`src/rtl/pc_next_unit.sv`:
```
module pc_next_unit #(
  parameter logic [31:0] START_ADDR = 32'h0040_0000
) (
  input  logic        clk,
  input  logic        rst_n,
  input  logic        stall,
  input  logic [31:0] instr,
  input  logic        ctl_beq,
  input  logic        ctl_bne,
  input  logic        ctl_jmp,
  input  logic        ctl_jreg,
  input  logic [31:0] opnd_a,
  input  logic [31:0] opnd_b,
  output logic [31:0] pc,
  output logic [31:0] seq_addr,
  output logic [31:0] branch_addr,
  output logic [31:0] jump_addr,
  output logic [31:0] next_pc,
  output logic        br_taken,
  output logic        jr_misalign
);

  logic [31:0] pc_q;
  logic [31:0] jreg_addr;
  logic        ops_eq;

  assign pc          = pc_q;
  assign seq_addr    = pc_q + 32'd4;
  assign branch_addr = seq_addr + {{14{instr[15]}}, instr[15:0], 2'b00};
  assign jump_addr   = {pc_q[31:28], instr[25:0], 2'b00};
  assign jreg_addr   = {opnd_a[31:2], 2'b00};
  assign ops_eq      = (opnd_a == opnd_b);
  assign br_taken    = (ctl_beq & ops_eq) | (ctl_bne & ~ops_eq);
  assign jr_misalign = ctl_jreg & (opnd_a[1:0] != 2'b00);

  always_comb begin
    if (ctl_jreg)      next_pc = jreg_addr;
    else if (ctl_jmp)  next_pc = jump_addr;
    else if (br_taken) next_pc = branch_addr;
    else               next_pc = seq_addr;
  end

  always_ff @(posedge clk) begin
    if (!rst_n)      pc_q <= {START_ADDR[31:2], 2'b00};
    else if (!stall) pc_q <= next_pc;
  end

endmodule

```
`config.mk`:
```
export PLATFORM = sky130hd
export DESIGN_NAME = pc_next_unit
export DESIGN_NICKNAME = d
export VERILOG_FILES = /design/src/rtl/pc_next_unit.sv
export SDC_FILE = /design/constraint.sdc
export NUM_CORES = 1
export LEC_CHECK = 0
export ABC_AREA = 1
export BUFFER_PORTS_ARGS = -buffer_cell sky130_fd_sc_hd__buf_4
export CAP_MARGIN = 0
export CORE_AREA = 2 2 112 114
export CTS_CLUSTER_DIAMETER = 120
export CTS_CLUSTER_SIZE = 14
export DETAILED_ROUTE_END_ITERATION = 10
export DIE_AREA = 0 0 114 116
export GPL_TIMING_DRIVEN = 0
export PLACE_DENSITY_LB_ADDON = 0.2
export SLEW_MARGIN = 20
export SYNTH_ARGS = -nofsm -noshare
export SYNTH_HDL_FRONTEND = slang
export SYNTH_SLANG_ARGS = --single-unit
export TNS_END_PERCENT = 20
```
`constraint.sdc`:
```
create_clock -name clk -period 5.08 [get_ports clk]
set_input_delay 0.254 -clock clk [delete_from_list [all_inputs] [get_ports clk]]
set_output_delay 0.254 -clock clk [all_outputs]
set_load 0.01 [all_outputs]
```
==> metrics, run 1 <==
Syn-to-layout area delta 35.98%; vias in the first global route 7367; RSZ-0062 raised after global routing no; maximum root-to-sink buffer count 2; DRT Wirelength 24390 microns; WP data arrival 4.12 ns; root cell of the clock tree clkbuf_16; TritonCTS buffer count 5; CP Launch Type register; via count 8266; first-pass GRT wire length 37180 microns; Least-Margin Pin Slew 0.6507 ns; core area 11910 sq um; Crit-path slowest cell xnor2_1; Overflow after GRT 0; min cycle time layout 4.373 ns; Synth cell types 41; #FFs+latches synth 32; Seq/Total Area, Yosys 0.1012; H-tree level count 2; largest stage delay on the critical path 0.56 ns; GRT Overall Usage 0.3557; most used cell along the critical path nand2_1; hold_ws 0.2631 ns; number of iterations in the first detailed-routing pass 8; I/O Buffers 254; ant diodes 0; post-DP HPWL 20890 microns; DIE AREA 13220 sq um; status finished, final reports clean; Critical Path, Cell by Cell ha_1, inv_1, nor2_1, nand2_1, inv_1, nand4_1, xnor2_1, ha_1, nand2_1, nor2_1, inv_1, nor3_1, o21ai_0, nand3_1, nand2_1, nand2_1, nand2_1, nand3_1, nand2_1, nand2_1, inv_1, buf_4; worst vdd ir 0.0002375 V; Min-Delay Path Class in -> reg; wire per inst 15.40 microns; crit path buf inv count 5; clock tree sinks 32; total power 0.001662 W; fin cells 1584; WP data required 4.83 ns; Ys Warns 0; CP endpoint kind output port; initial antenna violation count 0; final net count 1577; Synth area leader nand2_1; max cap viols 0; area share of the largest cell type after synthesis 0.2343; synthesized instance count 1174; DR iter-0 viols 673; row count 40; crit path kind reg -> out; largest net degree at the start of global routing 23; Final Max Tran Viols 0; Pwr Density 193.1 nW/um^2; Cell Area, Synth 6329 sq um; Fin Clk Skew 0.006768 ns; fraction of layout instances using a drive strength above 1 0.2470; Slew HR 0.5662; Setup Buffers After CTS 0; Clk Latency, worst-skew pair 0.28 ns; die height 116 microns; syn avg cell area 5.391 sq um; Initial Utilization 0.5313; Detail Route Antenna Nets 0; final hold violations 0; vias per cell 5.218; DIE WIDTH 114 microns; Clock Pin Slew Worst Setup and Hold Paths 0.05 ns; critical-path maximum fanout 5; post_cts resized 0; crit share post-route 0.8608; Largest register FFs 32; Pleak 5.162 nW; top cells by area, synth nand2_1 23%, inv_1 13%, dfxtp_1 10%; Post-CTS Hold Fix Bufs 0; GP Congestion 0.9535; CTS tree built; # placed instances 1576; setup TNS 0 ns; remaining design rule violation count 0; highest clock rate 228.7 MHz; # IOs 265; Worst path top cell family by delay simple AND/OR/NAND/NOR gates; # setup viols final 0
==> worst reg2reg max path, cell delays in order (launching register included) <==
cell and delay, ns:
dfxtp_1 0.45, ha_1 0.24, inv_1 0.05, nor2_1 0.28, nand2_1 0.15, inv_1 0.13
nand4_1 0.16, xnor2_1 0.56, ha_1 0.26, nand2_1 0.08, nor2_1 0.13, inv_1 0.08
nor3_1 0.21, o21ai_0 0.25, nand3_1 0.12, nand2_1 0.05, nand2_1 0.13, nand2_1 0.07
nand3_1 0.08, nand2_1 0.08, nand2_1 0.10, a21oi_1 0.08
==> metal layers <==
layer / GRT usage / up-vias / wire length (microns)
li1: - / 4119 / -
met1: 0.4540 / 3700 / 10010
met2: 0.6377 / 395 / 11920
met3: 0.03452 / 52 / 1826
met4: 0.1024 / 0 / 641
met5: 0 / - / 0
==> per-stage QoR <==
| step | util | worst slack (ns) | area, sq um |
|---|---|---|---|
| after floorplan | - | 2.017 | 6332 |
| after global placement | 0.7071 | 1.199 | 8423 |
| after detailed placement | 0.7071 | 1.150 | 8423 |
| after CTS | 0.7225 | 0.8472 | 8606 |
| after global routing | 0.7225 | 0.4842 | 8606 |
| final | 0.7225 | 0.7071 | 8606 |
==> final timing paths <==
path / slack (ns) / startpoint / cells after the start / endpoint
hold / removal: 0.26 / stall / 3 / pc[22]
setup / recovery: 0.71 / pc[3] / 22 / next_pc[24]
setup reg to reg: 1.21 / pc[3] / 21 / pc[24]
hold reg to reg: 0.54 / pc[1] / 2 / pc[1]
==> layout by cell type (no fill, tap or decap), types with 2 or more instances in the layout <==
cell type | netlist | routed
clkbuf_16 | 0 | 5
xor2_1 | 14 | 14
nand4_1 | 15 | 15
nand3_1 | 96 | 96
clkbuf_8 | 5 | 7
nand3b_1 | 5 | 5
buf_2 | 2 | 2
o21bai_1 | 2 | 2
nor2_2 | 5 | 5
o21ai_1 | 6 | 6
nor2_1 | 84 | 84
dfxtp_1 | 32 | 32
xnor2_1 | 36 | 36
nor3_1 | 9 | 9
or2_2 | 7 | 7
a21o_1 | 3 | 3
and2_1 | 2 | 2
a21boi_0 | 2 | 2
o21ai_2 | 8 | 8
clkbuf_1 | 13 | 13
nand2_2 | 8 | 8
conb_1 | 1 | 2
inv_1 | 215 | 215
clkinv_1 | 2 | 2
ha_1 | 37 | 37
buf_6 | 6 | 6
o21ai_0 | 35 | 35
a21oi_2 | 7 | 7
buf_4 | 37 | 291
nand3_2 | 3 | 3
a21oi_1 | 72 | 72
nand2_1 | 395 | 395
==> report_power, final <==
part | internal, W | total [W] | switching [W]
Combinational | 0.000423 | 0.000984 | 0.000561
Sequential | 0.000271 | 0.000310 | 0.0000392
Clock | 0.000258 | 0.000368 | 0.000110
Total | 0.000952 | 0.00166 | 0.000710
==> cells by family (layout without fill, tap and decap cells) <==
logic type,count (synthesis),after routing,share of synthesized area
other,1,2,0.0005926
buffers and inverters,284,546,0.2110
XOR/XNOR,50,50,0.06920
adder cells (fa/ha/maj),38,38,0.07631
flip-flops,32,32,0.1012
AND/OR/NAND/NOR,633,633,0.4221
AO/OA/AOI/OAI,136,136,0.1196
==> synth_stat cells (all sizes together) <==
| master | count |
|---|---|
| and3 | 1 |
| and2 | 2 |
| clkinv | 2 |
| conb | 1 |
| a21oi | 79 |
| fa | 1 |
| o21ai | 49 |
| nand3b | 5 |
| o211ai | 1 |
| nand3 | 99 |
| ha | 37 |
| buf | 48 |
| xnor2 | 36 |
| o21bai | 2 |
| a21boi | 2 |
| nand4 | 15 |
| xor2 | 14 |
| dfxtp | 32 |
| nand2 | 404 |
| dlygate4sd1 | 1 |
| nor3 | 9 |
| or2 | 7 |
| clkbuf | 18 |
| a21o | 3 |
| inv | 215 |
| nor2 | 91 |
==> area by class of cell <==
cell class | instances | area (sq um)
clock inverter | 1 | 30.03
multi-input combinational | 859 | 4357
clock buffer | 7 | 152.6
timing repair buffer | 254 | 1907
buffer | 67 | 520.5
sequential | 32 | 640.6
inverter | 217 | 814.5
tap | 147 | 183.9
fill | 1143 | 3306
Power figures use the tool's default switching activity.
==> run 2: changes to the inputs <==
--- a/config.mk
+++ b/config.mk
@@ -9,9 +9,9 @@
 export BUFFER_PORTS_ARGS = -buffer_cell sky130_fd_sc_hd__buf_4
 export CAP_MARGIN = 0
-export CORE_AREA = 2 2 112 114
+export CORE_AREA = 2 2 116 118
 export CTS_CLUSTER_DIAMETER = 120
 export CTS_CLUSTER_SIZE = 14
 export DETAILED_ROUTE_END_ITERATION = 10
-export DIE_AREA = 0 0 114 116
+export DIE_AREA = 0 0 118 120
 export GPL_TIMING_DRIVEN = 0
 export PLACE_DENSITY_LB_ADDON = 0.2
==> constraint.sdc (replaced) <==
create_clock -name clk -period 5.08 [get_ports clk]
set_input_delay 0.254 -clock clk [delete_from_list [all_inputs] [get_ports clk]]
set_output_delay 0.254 -clock clk [all_outputs]
set_load 0.02 [all_outputs]
==> run 2 against run 1 <==
- first-iteration DRC count decreased by 7.1%
- register-to-register slack improved by 0.09 ns
- sequential power about the same
- setup slack improved by 0.053 ns
- core utilization decreased by 5.7 points
- clock-buffer cell count unchanged
- critical path type unchanged
- highest routed layer unchanged
==> metrics, run 2 (synthesized netlist as in run 1, its figures left out) <==
highest clock rate 231.5 MHz (+1.2%); CP Launch Type register; clock tree sinks 32 (unchanged); GRT Overall Usage 0.3322 (-0.02350); remaining design rule violation count 0 (unchanged); die height 120 microns (+3.4%); root cell of the clock tree clkbuf_16; status finished, final reports clean; Largest register FFs 32 (unchanged); post_cts resized 0 (unchanged); DIE AREA 14160 sq um (+7.1%); core area 12980 sq um (+9.0%); vias per cell 4.988 (-4.4%); Min-Delay Path Class in -> reg; vias in the first global route 7460 (+1.3%); final hold violations 0 (unchanged); Least-Margin Pin Slew 0.7621 ns (+0.1114 ns); # IOs 265 (unchanged); crit share post-route 0.8503 (-0.01053); Initial Utilization 0.4876 (-0.04374); Clk Latency, worst-skew pair 0.28 ns (about the same); post-DP HPWL 20660 microns (-1.1%); Setup Buffers After CTS 0 (unchanged); crit path kind reg -> out; Clock Pin Slew Worst Setup and Hold Paths 0.06 ns (about the same); Syn-to-layout area delta 36.56%; Pwr Density 204.3 nW/um^2 (+5.8%); setup TNS 0 ns (unchanged); post-route cell area 8642 sq um (+0.42%); worst vdd ir 0.0001571 V (-34%); fin cells 1613 (+1.8%); I/O Buffers 254 (unchanged); max cap viols 0 (unchanged); Post-CTS Hold Fix Bufs 0 (unchanged); largest net degree at the start of global routing 23 (unchanged); # placed instances 1605 (+1.8%); most frequent cells in the layout 395 x nand2_1, 291 x buf_4, 215 x inv_1; fraction of layout instances using a drive strength above 1 0.2470 (unchanged); RSZ-0062 raised after global routing no; CTS tree built; DIE WIDTH 118 microns (+3.5%); CP endpoint kind output port; # setup viols final 0 (unchanged); via count 8046 (-2.7%); number of fill cells 1341 (+17%); Detail Route Antenna Nets 0 (unchanged); Final Max Tran Viols 0 (unchanged); initial antenna violation count 0 (unchanged); first-pass GRT wire length 37680 microns (+1.4%); Area after DPL 8459 sq um (+0.43%); WP data arrival 4.07 ns (-0.05 ns); Fin Clk Skew 0.005058 ns (-0.001710 ns); DR iter-0 viols 625 (-7.1%); Slew HR 0.4883 (-0.07789); final net count 1577 (unchanged); row count 42 (+5.0%); DRT Wirelength 24100 microns (-1.2%); Overflow after GRT 0 (unchanged); TritonCTS buffer count 5 (unchanged); H-tree level count 2 (unchanged); maximum root-to-sink buffer count 2 (unchanged); number of iterations in the first detailed-routing pass 5 (-3); WP data required 4.83 ns (about the same); wire per inst 14.94 microns (-3.0%); commonest non-fill, non-tap cell in the layout nand2_1; Pleak 5.162 nW (unchanged); ant diodes 0 (unchanged); GP Congestion 0.9600 (+0.68%); min cycle time layout 4.319 ns (-0.05347 ns); critical-path maximum fanout 5 (unchanged)
==> run 2: per-stage QoR <==
stage / hold slack [ns] / total power [W] / utilization / setup WS [ns]
6_report: 0.2629 / 0.001765 / 0.6658 / 0.7606
5_1_grt: 0.2867 / 0.001876 / 0.6658 / 0.4551
4_1_cts: 0.2573 / 0.001752 / 0.6658 / 0.8285
3_5_place_dp: 0.5213 / 0.001386 / 0.6517 / 1.146
3_3_place_gp: 0.5122 / 0.001379 / 0.6517 / 1.149
2_1_floorplan: 0.3746 / 0.0009517 / - / 1.522
==> run 2: report_power, final <==
part / total (W) / internal (W) / switching, W
combinational: 0.00109 / 0.000428 / 0.000660
sequential: 0.000308 / 0.000271 / 0.0000379
clock: 0.000370 / 0.000258 / 0.000111
==> run 2: cell type report <==
cell class              count  area (sq um)  share of cell area
flip-flops and latches     32         640.6             0.07413
clock buffers               7         152.6             0.01766
repair buffers            254          1907              0.2206
clock inverters             1         30.03            0.003475
multi-input cells         859          4357              0.5041
inverters                 217         814.5             0.09425
plain buffers              67         520.5             0.06023
well taps                 176         220.2             0.02548
==> run 2: metal layers <==
metal / up-vias / global-route usage / wire length (microns)
met5: - / 0 / 0
met4: 0 / 0.09111 / 575
met3: 35 / 0.04278 / 1802
met2: 366 / 0.5894 / 11430
met1: 3528 / 0.4225 / 10300
li1: 4117 / - / -
==> run 2: final timing paths <==
path / slack [ns] / depth (start not counted) / start / to
max reg2reg: 1.30 / 21 / pc[3] / pc[25]
max: 0.76 / 22 / pc[3] / next_pc[31]
min reg2reg: 0.53 / 2 / pc[0] / pc[0]
min: 0.26 / 3 / stall / pc[3]
==> run 2: critical path: stages, from the launching register on <==
cell	delay [ns]
dfxtp_1	0.45
ha_1	0.23
inv_1	0.05
nor2_1	0.25
nand2_1	0.15
inv_1	0.13
nand4_1	0.16
xor2_1	0.33
inv_1	0.14
ha_1	0.40
nand2_1	0.14
nor2_1	0.21
inv_1	0.08
nor3_1	0.23
nand2_1	0.08
nand3_1	0.09
nand2_1	0.07
nand3_1	0.11
nand2_1	0.10
nand2_1	0.09
nand2_2	0.08
inv_1	0.06
buf_4	0.13
==> run 3: changes to the inputs <==
- RECOVER_POWER: default -> 25
==> run 3 against run 2 <==
- global-route usage is the same
- setup slack gained 0.013 ns
- first-iteration DRC count shrank 13%
- sequential share of layout area grew 0.15 points
- via count grew 0.61%
- worst hold slack is essentially flat
- sequential power is essentially flat
- cell area shrank 2.0%
==> metrics, run 3 (synthesized netlist as in run 1, its figures left out) <==
status finished, final reports clean; post-route cell area 8468 sq um (-2.0%); Setup Buffers After CTS 0 (unchanged); Initial Utilization 0.4876 (unchanged); WP data arrival 4.05 ns (-0.02 ns); Detail Route Antenna Nets 0 (unchanged); Fin Clk Skew 0.004141 ns (-0.0009173 ns); crit path kind reg -> out; die height 120 microns (unchanged); Area after DPL 8459 sq um (unchanged); final core occ 0.6524 (-0.01340); Pwr Density 206.1 nW/um^2 (+0.88%); GRT Overall Usage 0.3322 (unchanged); highest clock rate 232.2 MHz (+0.30%); setup TNS 0 ns (unchanged); met2 WL 11420 microns (about the same); Least-Margin Pin Slew 1.195 ns (+0.4328 ns); final net count 1577 (unchanged); initial antenna violation count 0 (unchanged); RSZ-0062 raised after global routing no; routed length on met3 1770 microns (-1.8%); post_cts resized 0 (unchanged); Crit-path slowest cell dfxtp_1; CP endpoint kind output port; crit share post-route 0.8478 (-0.002510); DRT met1 WL 10290 microns (about the same); I/O Buffers 254 (unchanged); GP Congestion 0.9600 (unchanged); largest stage delay on the critical path 0.45 ns (about the same); ant diodes 0 (unchanged); row count 42 (unchanged); number of fill cells 1387 (+3.4%); post-DP HPWL 20660 microns (unchanged); Post-CTS Hold Fix Bufs 0 (unchanged); largest net degree at the start of global routing 23 (unchanged); # setup viols final 0 (unchanged); DIE AREA 14160 sq um (unchanged); CTS tree built; Hold Crit Start stall; DR iter-0 viols 546 (-13%); Min-Delay Path Class in -> reg; final setup margin 0.7734 ns (+0.01275 ns); R2R setup slack 1.32 ns (+0.02 ns); commonest non-fill, non-tap cell in the layout nand2_1; critical-path maximum fanout 5 (unchanged); vias in the first global route 7460 (unchanged); first-pass GRT wire length 37680 microns (unchanged); TritonCTS buffer count 5 (unchanged); max cap viols 0 (unchanged); crit path buf inv count 6 (unchanged); reg2reg start pc[3]; # IOs 265 (unchanged); Clk Latency, worst-skew pair 0.28 ns (about the same); CP Launch Type register; Slew HR 0.2034 (-0.2849); Worst path top cell family by delay simple AND/OR/NAND/NOR gates; Final Max Tran Viols 0 (unchanged); Overflow after GRT 0 (unchanged); min cycle time layout 4.307 ns (-0.01275 ns); wire per inst 14.94 microns (about the same); root cell of the clock tree clkbuf_16; Critical Path, Cell by Cell ha_1, inv_1, nor2_1, nand2_1, inv_1, nand4_1, xor2_1, inv_1, ha_1, nand2_1, nor2_1, inv_1, nor3_1, nand2_1, nand3_1, nand2_1, nand3_1, nand2_1, nand2_1, nand2_2, inv_1, buf_4; Pleak 4.985 nW (-3.4%); worst vdd ir 0.0001566 V (-0.29%); Largest register FFs 32 (unchanged); number of iterations in the first detailed-routing pass 5 (unchanged); Worst setup startpoint pc[3]; maximum root-to-sink buffer count 2 (unchanged); top sig layer met4; fraction of layout instances using a drive strength above 1 0.2143 (-0.03271); clock tree sinks 32 (unchanged); via count 8095 (+0.61%); DRT Wirelength 24100 microns (about the same); most used cell along the critical path nand2_1; most frequent cells in the layout 395 x nand2_1, 245 x buf_4, 215 x inv_1; remaining design rule violation count 0 (unchanged); H-tree level count 2 (unchanged); vias per cell 5.019 (+0.61%); DIE WIDTH 118 microns (unchanged); core area 12980 sq um (unchanged); final hold violations 0 (unchanged); WP data required 4.83 ns (about the same); Syn-to-layout area delta 33.81%; Clock Pin Slew Worst Setup and Hold Paths 0.05 ns (about the same); pre-CTS setup slack 1.146 ns (unchanged)
-- run 3: cell types whose count changed in the layout (fill, tap and decap cells not counted) --
| cell | delta |
|---|---|
| clkbuf_1 | +47 |
| buf_4 | -46 |
| buf_2 | -1 |
-- run 3: report_power, final --
part	leakage (nW)	internal (W)	switching [W]	total [W]
sequential	0.266	0.000271	0.0000375	0.000308
combinational	4.63	0.000410	0.000659	0.00107
clock	0.0901	0.000258	0.000110	0.000368
-- run 3: area by class of cell --
class                           instances  area [sq um]  area share
Clock buffer                            7         152.6     0.01803
Inverter                              217         814.5     0.09619
Buffer                                 67         519.2     0.06132
Tap cell                              176         220.2     0.02600
Multi-Input combinational cell        859          4357      0.5145
Timing Repair Buffer                  254          1734      0.2048
Clock inverter                          1         30.03    0.003546
Sequential cell                        32         640.6     0.07565
-- run 3: worst paths after layout --
| kind | to | cells after the start |
|---|---|---|
| setup / recovery | next_pc[31] | 22 |
| hold / removal | pc[3] | 3 |
| setup reg to reg | pc[31] | 21 |
| hold reg to reg | pc[0] | 2 |
-- run 3: routing by layer --
| metal | vias to the layer above | track usage |
|---|---|---|
| li1 | 4123 | - |
| met1 | 3586 | 0.4225 |
| met2 | 345 | 0.5894 |
| met3 | 41 | 0.04278 |
| met4 | 0 | 0.09111 |
| met5 | - | 0 |
-- run 3: worst reg2reg max path: stages (launching register included) --
cell and delay [ns]:
dfxtp_1 0.45, ha_1 0.24, inv_1 0.05, nor2_1 0.25, nand2_1 0.15, inv_1 0.13, nand4_1 0.16, xor2_1 0.33
inv_1 0.14, ha_1 0.40, nand2_1 0.14, nor2_1 0.21, inv_1 0.08, nor3_1 0.23, nand2_1 0.08, nand3_1 0.09
nand2_1 0.07, nand3_1 0.11, nand2_1 0.09, nand2_1 0.09, nand2_2 0.08, a21oi_2 0.11
-- run 3: per-stage QoR --
stage	hold slack, ns	total power (W)	instances
floorplan	0.3746	0.0009517	1175
finish	0.2630	0.001745	1613
global placement	0.5122	0.001379	1605
CTS	0.2573	0.001752	1613
detailed placement	0.5213	0.001386	1605
global route	0.2867	0.001857	1613
